==> config.mk <==
export PLATFORM = sky130hd
export DESIGN_NAME = perm_fence_cache
export DESIGN_NICKNAME = d
export VERILOG_FILES = /design/src/rtl/perm_fence_pkg.sv /design/src/rtl/pc_fence_decode.sv /design/src/rtl/pc_region_match.sv /design/src/rtl/pc_entry_cmp.sv /design/src/rtl/perm_fence_cache.sv
export SDC_FILE = /design/constraint.sdc
export NUM_CORES = 1
export LEC_CHECK = 0
export BUFFER_PORTS_ARGS = -buffer_cell sky130_fd_sc_hd__buf_2
export CORE_AREA = 5 5 233 235
export DETAILED_ROUTE_END_ITERATION = 10
export DIE_AREA = 0 0 238 240
export PLACE_DENSITY = 0.78
export SLEW_MARGIN = 40
export SYNTH_ARGS = -nofsm -noshare
export SYNTH_HDL_FRONTEND = slang
export SYNTH_HIERARCHICAL = 1
export SYNTH_SLANG_ARGS = --single-unit
export TNS_END_PERCENT = 20
==> constraint.sdc <==
create_clock -name clk -period 8.61 [get_ports clk]
set_clock_uncertainty 0.15 [all_clocks]
set_input_delay 1.2915 -clock clk [delete_from_list [all_inputs] [get_ports clk]]
set_output_delay 1.2915 -clock clk [all_outputs]
set_load 0.005 [all_outputs]
==> src/rtl/perm_fence_pkg.sv <==
`timescale 1ns/1ps
package perm_fence_pkg;

    typedef enum logic [1:0] {
        GRAN_4K = 2'd0,
        GRAN_2M = 2'd1,
        GRAN_4M = 2'd2,
        GRAN_1G = 2'd3
    } gran_e;

    localparam logic [1:0] PRIV_MACHINE = 2'b11;
    localparam int unsigned PERM_W = 3;

    // lowest address bit that still takes part in a region compare
    function automatic int unsigned gran_lsb(gran_e g);
        case (g)
            GRAN_4K: return 12;
            GRAN_2M: return 21;
            GRAN_4M: return 22;
            default: return 30;
        endcase
    endfunction

endpackage

==> src/rtl/pc_fence_decode.sv <==
`timescale 1ns/1ps
module pc_fence_decode
    import perm_fence_pkg::*;
(
    input  logic       req,
    input  logic [1:0] priv,
    input  logic       rs1_zero,
    input  logic       rs2_zero,
    output logic       accept,
    output logic       illegal,
    output logic       by_addr,
    output logic       by_did
);
    always_comb begin
        accept  = req && (priv == PRIV_MACHINE);
        illegal = req && (priv != PRIV_MACHINE);
        by_addr = !rs1_zero;
        by_did  = !rs2_zero;
    end
endmodule

==> src/rtl/pc_region_match.sv <==
`timescale 1ns/1ps
module pc_region_match
    import perm_fence_pkg::*;
#(
    parameter int unsigned PA_W = 34
) (
    input  logic [PA_W-1:0] base_pa,
    input  gran_e           gran,
    input  logic [PA_W-1:0] probe_pa,
    output logic            covers
);
    logic [PA_W-1:0] diff;
    always_comb begin
        diff   = (base_pa ^ probe_pa) >> gran_lsb(gran);
        covers = (diff == '0);
    end
endmodule

==> src/rtl/pc_entry_cmp.sv <==
`timescale 1ns/1ps
module pc_entry_cmp
    import perm_fence_pkg::*;
#(
    parameter int unsigned PA_W  = 34,
    parameter int unsigned DID_W = 6
) (
    input  logic             ent_valid,
    input  logic [PA_W-1:0]  ent_pa,
    input  logic [DID_W-1:0] ent_did,
    input  gran_e            ent_gran,
    input  logic             fence_accept,
    input  logic             by_addr,
    input  logic             by_did,
    input  logic [PA_W-1:0]  fence_pa,
    input  logic [DID_W-1:0] fence_did,
    input  logic [PA_W-1:0]  lkp_pa,
    input  logic [DID_W-1:0] lkp_did,
    output logic             kill,
    output logic             lkp_match
);
    logic fence_cov;
    logic lkp_cov;

    pc_region_match #(.PA_W(PA_W)) i_fence_rm (
        .base_pa (ent_pa),
        .gran    (ent_gran),
        .probe_pa(fence_pa),
        .covers  (fence_cov)
    );

    pc_region_match #(.PA_W(PA_W)) i_lkp_rm (
        .base_pa (ent_pa),
        .gran    (ent_gran),
        .probe_pa(lkp_pa),
        .covers  (lkp_cov)
    );

    always_comb begin
        kill = fence_accept && ent_valid
            && (!by_did  || (ent_did == fence_did))
            && (!by_addr || fence_cov);
        // the lookup sees the table as it stands after this cycle's sweep
        lkp_match = ent_valid && !kill && (ent_did == lkp_did) && lkp_cov;
    end
endmodule

==> src/rtl/perm_fence_cache.sv <==
`timescale 1ns/1ps
module perm_fence_cache
    import perm_fence_pkg::*;
#(
    parameter int unsigned NUM_ENTRIES = 8,
    parameter int unsigned PA_W        = 34,
    parameter int unsigned DID_W       = 6
) (
    input  logic              clk,
    input  logic              rst_n,
    input  logic              lkp_valid,
    input  logic [PA_W-1:0]   lkp_pa,
    input  logic [DID_W-1:0]  lkp_did,
    output logic              lkp_hit,
    output logic [PERM_W-1:0] lkp_perm,
    output logic              lkp_fill_req,
    input  logic              fill_valid,
    input  logic [PA_W-1:0]   fill_pa,
    input  logic [DID_W-1:0]  fill_did,
    input  logic [1:0]        fill_gran,
    input  logic [PERM_W-1:0] fill_perm,
    input  logic              fence_req,
    input  logic [1:0]        fence_priv,
    input  logic              fence_rs1_zero,
    input  logic              fence_rs2_zero,
    input  logic [PA_W-1:0]   fence_pa,
    input  logic [DID_W-1:0]  fence_did,
    output logic              fence_done,
    output logic              fence_illegal
);
    localparam int unsigned IDX_W = (NUM_ENTRIES > 1) ? $clog2(NUM_ENTRIES) : 1;
    localparam logic [IDX_W-1:0] LAST_IDX = IDX_W'(NUM_ENTRIES - 1);

    typedef struct packed {
        logic [NUM_ENTRIES-1:0]                   valid;
        logic [NUM_ENTRIES-1:0][PA_W-1:0]         pa;
        logic [NUM_ENTRIES-1:0][DID_W-1:0]        did;
        logic [NUM_ENTRIES-1:0][1:0]              gran;
        logic [NUM_ENTRIES-1:0][PERM_W-1:0]       perm;
        logic [IDX_W-1:0]                         rr;
        logic                                     done;
        logic                                     illegal;
    } state_t;

    state_t state_d, state_q;

    logic fence_accept, fence_bad, by_addr, by_did;
    logic [NUM_ENTRIES-1:0] kill_vec;
    logic [NUM_ENTRIES-1:0] match_vec;
    logic fill_cov, fill_stale, fill_install;

    pc_fence_decode i_dec (
        .req     (fence_req),
        .priv    (fence_priv),
        .rs1_zero(fence_rs1_zero),
        .rs2_zero(fence_rs2_zero),
        .accept  (fence_accept),
        .illegal (fence_bad),
        .by_addr (by_addr),
        .by_did  (by_did)
    );

    generate
        for (genvar g = 0; g < NUM_ENTRIES; g++) begin : g_ent
            pc_entry_cmp #(.PA_W(PA_W), .DID_W(DID_W)) i_cmp (
                .ent_valid   (state_q.valid[g]),
                .ent_pa      (state_q.pa[g]),
                .ent_did     (state_q.did[g]),
                .ent_gran    (gran_e'(state_q.gran[g])),
                .fence_accept(fence_accept),
                .by_addr     (by_addr),
                .by_did      (by_did),
                .fence_pa    (fence_pa),
                .fence_did   (fence_did),
                .lkp_pa      (lkp_pa),
                .lkp_did     (lkp_did),
                .kill        (kill_vec[g]),
                .lkp_match   (match_vec[g])
            );
        end
    endgenerate

    // a fill that the concurrent fence would remove is stale and dropped
    pc_region_match #(.PA_W(PA_W)) i_fill_rm (
        .base_pa (fill_pa),
        .gran    (gran_e'(fill_gran)),
        .probe_pa(fence_pa),
        .covers  (fill_cov)
    );

    always_comb begin
        fill_stale = fence_accept
            && (!by_did  || (fill_did == fence_did))
            && (!by_addr || fill_cov);
        fill_install = fill_valid && !fill_stale;
    end

    // lookup: lowest matching slot wins
    always_comb begin
        logic             found;
        logic [PERM_W-1:0] sel;
        found = 1'b0;
        sel   = '0;
        for (int i = 0; i < NUM_ENTRIES; i++) begin
            if (!found && match_vec[i]) begin
                found = 1'b1;
                sel   = state_q.perm[i];
            end
        end
        lkp_hit      = lkp_valid && found;
        lkp_perm     = (lkp_valid && found) ? sel : '0;
        lkp_fill_req = lkp_valid && !found;
    end

    always_comb begin
        state_d         = state_q;
        state_d.done    = fence_accept;
        state_d.illegal = fence_bad;
        state_d.valid   = state_q.valid & ~kill_vec;
        if (fill_install) begin
            state_d.valid[state_q.rr] = 1'b1;
            state_d.pa[state_q.rr]    = fill_pa;
            state_d.did[state_q.rr]   = fill_did;
            state_d.gran[state_q.rr]  = fill_gran;
            state_d.perm[state_q.rr]  = fill_perm;
            state_d.rr = (state_q.rr == LAST_IDX) ? '0 : state_q.rr + 1'b1;
        end
    end

    always_ff @(posedge clk) begin
        if (!rst_n) state_q <= '0;
        else        state_q <= state_d;
    end

    assign fence_done    = state_q.done;
    assign fence_illegal = state_q.illegal;

    p_done_after_accept_r5: assert property (@(posedge clk) disable iff (!rst_n)
        (fence_req && fence_priv == PRIV_MACHINE) |=> (fence_done && !fence_illegal));

    p_low_priv_keeps_r4: assert property (@(posedge clk) disable iff (!rst_n)
        (fence_req && fence_priv != PRIV_MACHINE && !fill_valid)
        |=> (fence_illegal && !fence_done && state_q.valid == $past(state_q.valid)));

    p_flush_all_r5: assert property (@(posedge clk) disable iff (!rst_n)
        (fence_req && fence_priv == PRIV_MACHINE && fence_rs1_zero && fence_rs2_zero
         && !fill_valid) |=> (state_q.valid == '0));

    p_rr_step_r3: assert property (@(posedge clk) disable iff (!rst_n)
        fill_install |=> (state_q.rr == (($past(state_q.rr) == LAST_IDX) ? '0
                                          : $past(state_q.rr) + 1'b1)));

    p_stale_fill_dropped_r11: assert property (@(posedge clk) disable iff (!rst_n)
        (fill_valid && fill_stale) |=> $stable(state_q.rr));

    p_hit_or_req_r2: assert property (@(posedge clk) disable iff (!rst_n)
        lkp_valid |-> $countones({lkp_hit, lkp_fill_req}) == 1);

endmodule

==> out/results.tsv, run 1 <==
metric	value	unit
outcome	completed	
routedWlPerCell	26.10	um
cts.sinks	341	
cts-hold-fix-buffers	0	
cts_tree	built	
dieArea	57120	um^2
cp_cell_sequence	inv_1, ha_1, nand2b_1, a211oi_1, nand3_1, a2111oi_4, o22ai_1, o31ai_1, and3_1, nand2b_1, nand3_1, o22ai_2, nor3_2, or4_1, or3_4, nor3_2, o2bb2ai_1, buf_2	
gp_congestion	1.055	
worstSetupPathType	register to output pin	
post_cts_buffers	0	
syn_nets	3746	
cts_resized	0	
clockBufferDepth	3	
start_util	57.11	%
multi_input_area	21490	um^2
drt_pass1_iterations	7	
dp_cells	4184	
drt-initial-drc-count	3726	
pwr_density_cell	145.2	nW/um^2
antenna_found_initial	4	
cap_violations	0	
fin_setup_tns	0	ps
nFillCells	4603	
cp.buffers_inverters	2	
layout.area.seq	6827	um^2
antenna_left	0	
cp-start-kind	register	
dpl-instance-area	30230	um^2
gr-total-overflow	0	
rsz0062_at_grt	false	
r2r_end	state_q[365]$_SDFF_PN0_	
fin_cells	4264	
yosys_warnings	6	
end_kind	output pin	
crit_family	simple AND/OR/NAND/NOR gates	
crit_path_max_fanout	9	
drc	0	
stdcell_area	31750	um^2
crit_required	7170	ps
clkLatencyLatePin	610	ps
row_count	84	
io_buffers	128	
num_vias	27685	
viasPerCell	6.493	
path_clk_slew	60	ps
syn_area	29710	um^2
syn_inst	3525	
finalCriticalPeriod	7421	ps
ff2ff_setup_slack	4440	ps
dp_hpwl	74.11	mm
routed_wl	111.3	mm
peakVddDrop	0.1490	mV
worst_pin_slew	987.5	ps
finalHoldViolCount	0	
r2r_cells	14	
worst-endpoint-arrival	5980	ps
hold_depth	2	
core_area	52020	um^2
grt_pass1_vias	26098	
pin_count	141	
clockRootBuffer	clkbuf_16	
htreeDepth	2	
area_growth	6.847	%
grt_first_pass_wirelength	161.5	mm
drive_gt1_share	11.08	%
grt_max_degree	186	
worst_hold_path_type	register to register	
final_max_slew_viol_count	0	
cp_slowest_cell	or4_1	
grt_usage	37.19	%
critical_path.max_stage_delay	680	ps
nets	3761	
final_util	61.02	%
power.leakage	0.01314	uW
synth_area_per_cell	8.429	um^2
slew_headroom	34.01	%
die_height	240	um
die_width	238	um
setup_viol	0	
cts_made_buffers	42	
max_freq	134.8	MHz
period_share	86.19	%
-- how the worst max path moves through the flow --
stage	startpoint	cells after the start	to
2_1_floorplan	fence_pa[20]	16	lkp_fill_req
3_3_place_gp	fence_pa[20]	17	lkp_perm[2]
3_5_place_dp	fence_pa[20]	17	lkp_perm[2]
4_1_cts	register	18	lkp_perm[2]
5_1_grt	register	18	lkp_perm[0]
6_report	register	18	lkp_perm[2]
-- power by group --
part | internal [uW] | switching [uW] | total (uW)
registers | 1620 | 47.3 | 1660
logic | 337 | 676 | 1010
clock network | 1120 | 816 | 1930
-- final cells by class --
type / instances / share of cell area, %
sequential: 341 / 21.50
inverter: 73 / 0.8631
multi-input combinational: 2935 / 67.70
clock inverter: 27 / 0.9262
clock buffer: 50 / 3.732
antenna: 3 / 0.02365
timing repair buffer: 147 / 2.538
tap: 688 / 2.712
-- per-stage QoR --
step | hold slack, ps | total power [uW] | worst slack (ps)
after floorplan | 284.4 | 2323 | 2746
after global placement | 293.2 | 2643 | 1480
after detailed placement | 301.8 | 2655 | 1525
after CTS | 310.5 | 4572 | 1401
after global routing | 328.4 | 4729 | 986.5
final | 311.3 | 4610 | 1189
-- cells in the final DEF, fill, tap and decap left out, drive strengths merged, types with 19 or more instances in the layout --
master / instances
a21oi: 88
mux2i: 452
and2: 54
o22ai: 25
ha: 87
a211oi: 19
nor3: 112
and3: 19
nand3: 136
xor2: 311
clkbuf: 50
o21ai: 54
xnor2: 318
nor4: 36
nand2: 496
dfxtp: 341
buf: 147
inv: 81
o31ai: 42
nor2: 333
o2111ai: 34
a32oi: 34
nand2b: 30
-- worst min-delay path, stage by stage, from the launching register on --
cell and delay (ps):
dfxtp_1 310, nand2_1 50, mux2i_1 50
-- metal layers --
metal | vias up | track usage, % | part of all wire [%]
li1 | 12346 | - | -
met1 | 12885 | 45.81 | 37
met2 | 1863 | 52.60 | 39
met3 | 583 | 13.08 | 14
met4 | 8 | 29.43 | 10
met5 | - | 0 | 0.13
Note: power is estimated with default switching activity, not from simulation.
==> inputs of run 2 (changes only) <==
--- a/config.mk
+++ b/config.mk
@@ -6,13 +6,12 @@
 export NUM_CORES = 1
 export LEC_CHECK = 0
 export BUFFER_PORTS_ARGS = -buffer_cell sky130_fd_sc_hd__buf_2
-export CORE_AREA = 5 5 233 235
+export CORE_AREA = 5 5 212 214
 export DETAILED_ROUTE_END_ITERATION = 10
-export DIE_AREA = 0 0 238 240
+export DIE_AREA = 0 0 217 219
 export PLACE_DENSITY = 0.78
 export SLEW_MARGIN = 40
 export SYNTH_ARGS = -nofsm -noshare
 export SYNTH_HDL_FRONTEND = slang
-export SYNTH_HIERARCHICAL = 1
 export SYNTH_SLANG_ARGS = --single-unit
 export TNS_END_PERCENT = 20
==> out/results.tsv, run 2 <==
metric	value	unit
hold_ws	339.0	ps
synth_top_family_by_area	XOR/XNOR gates	
rsz0062_at_grt	false	
post_cts_buffers	0	
synthTopCellsByCount	mux2i_1, dfxtp_1, nor2b_1, xor2_1, xnor2_1	
io_buffers	128	
drc	0	
end_kind	output pin	
power.leakage	0.01129	uW
dpl-instance-area	25950	um^2
synth-compound-area-share	10.02	%
grt_max_degree	262	
drt_pass1_iterations	6	
yosys.area.top_type	dfxtp_1	
most-common-layout-cells	mux2i_1, dfxtp_1, nor2b_1, xor2_1, xnor2_1	
finalHoldViolCount	0	
num_vias	22343	
gp_congestion	1.026	
cp_slowest_cell	ha_1	
nFillCells	3561	
clockRootBuffer	clkbuf_16	
cts_resized	0	
cts-hold-fix-buffers	0	
critical_path.max_stage_delay	600	ps
area_growth	7.749	%
cp-start-kind	register	
dp_cells	3336	
drive_gt1_share	9.742	%
drt-initial-drc-count	2624	
synthAdderAreaFrac	2.073	%
crit_path_max_fanout	15	
synth_top_cell_area_share	26.93	%
peakVddDrop	0.1843	mV
path_clk_slew	60	ps
clockBufferDepth	3	
htreeDepth	2	
dieArea	47520	um^2
yosys-mux-area-fraction	17.28	%
ys_top_cells_by_area	dfxtp_1, mux2i_1, xor2_1	
yosys_register_bits	341	
crit_required	7170	ps
antenna_found_initial	4	
antenna_left	0	
clkLatencyLatePin	590	ps
viasPerCell	6.546	
grt_usage	39.37	%
pwr_density_cell	154.6	nW/um^2
cts.sinks	341	
syn_inst	2878	
slew_headroom	35.24	%
synth-simple-area-share	17.67	%
worst-endpoint-arrival	5570	ps
grt_first_pass_wirelength	140.4	mm
mostFrequentLayoutCell	mux2i_1	
cts_made_buffers	40	
syn_nets	3054	
gr-total-overflow	0	
synth_edf_count	0	
row_count	76	
grt_pass1_vias	21888	
die_height	219	um
syn_area	25350	um^2
cp_common_cell	inv_1	
die_width	217	um
fin_cells	3413	
yosys_warnings	0	
yosysMostFrequentCell	mux2i_1	
cts_tree	built	
routedWlPerCell	28.53	um
ff2ff_setup_slack	4730	ps
pin_count	141	
dp_hpwl	65.82	mm
stdcell_area	27310	um^2
fin_setup_tns	0	ps
core_area	42700	um^2
worstSetupPathType	register to output pin	
seq_area_frac_synth	26.93	%
synth_xor_area_share	21.38	%
synth.distinct_cells	82	
cap_violations	0	
synthFlopType	dfxtp_1	
final_max_slew_viol_count	0	
synth_area_per_cell	8.808	um^2
outcome	completed	
worst_pin_slew	970.4	ps
worst_hold_path_type	register to register	
routed_wl	97.38	mm
async_reset_ff_share	0	%
nets	3011	
setup_viol	0	
finalCriticalPeriod	7014	ps
cp_cell_sequence	inv_1, ha_1, inv_1, or2_2, a21oi_1, a41oi_1, o22a_1, o211ai_1, nor2_1, or2_1, nor4b_2, nand2_1, a311oi_2, buf_2	
max_freq	142.6	MHz
start_util	59.37	%
period_share	81.47	%
-- run 2: final timing paths --
kind | from | depth (start not counted) | end
max reg2reg | register | 9 | state_q[369]$_SDFF_PN0_
min | state_q[370]$_SDFF_PN0_ | 2 | state_q[370]$_SDFF_PN0_
min reg2reg | state_q[370]$_SDFF_PN0_ | 2 | state_q[370]$_SDFF_PN0_
max | register | 14 | lkp_perm[2]
-- run 2: cell type report --
class / count / area, um^2 / share of cell area (%)
Clock buffer: 59 / 1162 / 4.256
Inverter: 53 / 198.9 / 0.7284
Clock inverter: 12 / 140.1 / 0.5131
Multi-Input combinational cell: 2249 / 17440 / 63.84
Antenna cell: 3 / 7.507 / 0.02749
Sequential cell: 341 / 6827 / 24.99
Tap cell: 546 / 683.2 / 2.501
Timing Repair Buffer: 150 / 858.3 / 3.142
-- run 2: worst max-delay path, delay by kind of cell (launching register included) --
family,cells,cell delay [ps]
buffers and inverters,3,770
DFF,1,330
adders and majority gates,1,600
and+or+nand+nor,5,1490
AOI/OAI and AO/OA,5,1800
-- run 2: power breakdown --
part	switching [uW]	leakage, uW	total [uW]	internal [uW]
registers	36.6	0.00276	1650	1610
logic	542	0.00789	837	296
clock network	738	0.000646	1740	999
total	1320	0.0113	4220	2910
-- run 2: logic make-up after synthesis --
group,Yosys count
and+or+nand+nor,802
xor gates and xnor gates,618
muxes,430
AOI/OAI and AO/OA,357
DFF,341
buffers and inverters,288
adders and majority gates,42
-- run 2: metrics by stage --
step	setup WS, ps	power (uW)	util, %
after floorplan	2895	2223	-
after global placement	1763	2466	60.65
after detailed placement	1934	2480	60.79
after CTS	1450	4190	63.84
after global routing	1190	4323	63.96
final	1596	4223	63.97
-- run 2: metal layers --
metal  GRT usage, %  share of wire (%)  up-vias  wire [um]
met5              0              0.013        -         13
met4          30.61                9.9        2       9656
met3          10.35                 11      526      10530
met2          59.72                 42     1362      40740
met1          47.54                 37    10612      36440
li1               -                  -     9841          -
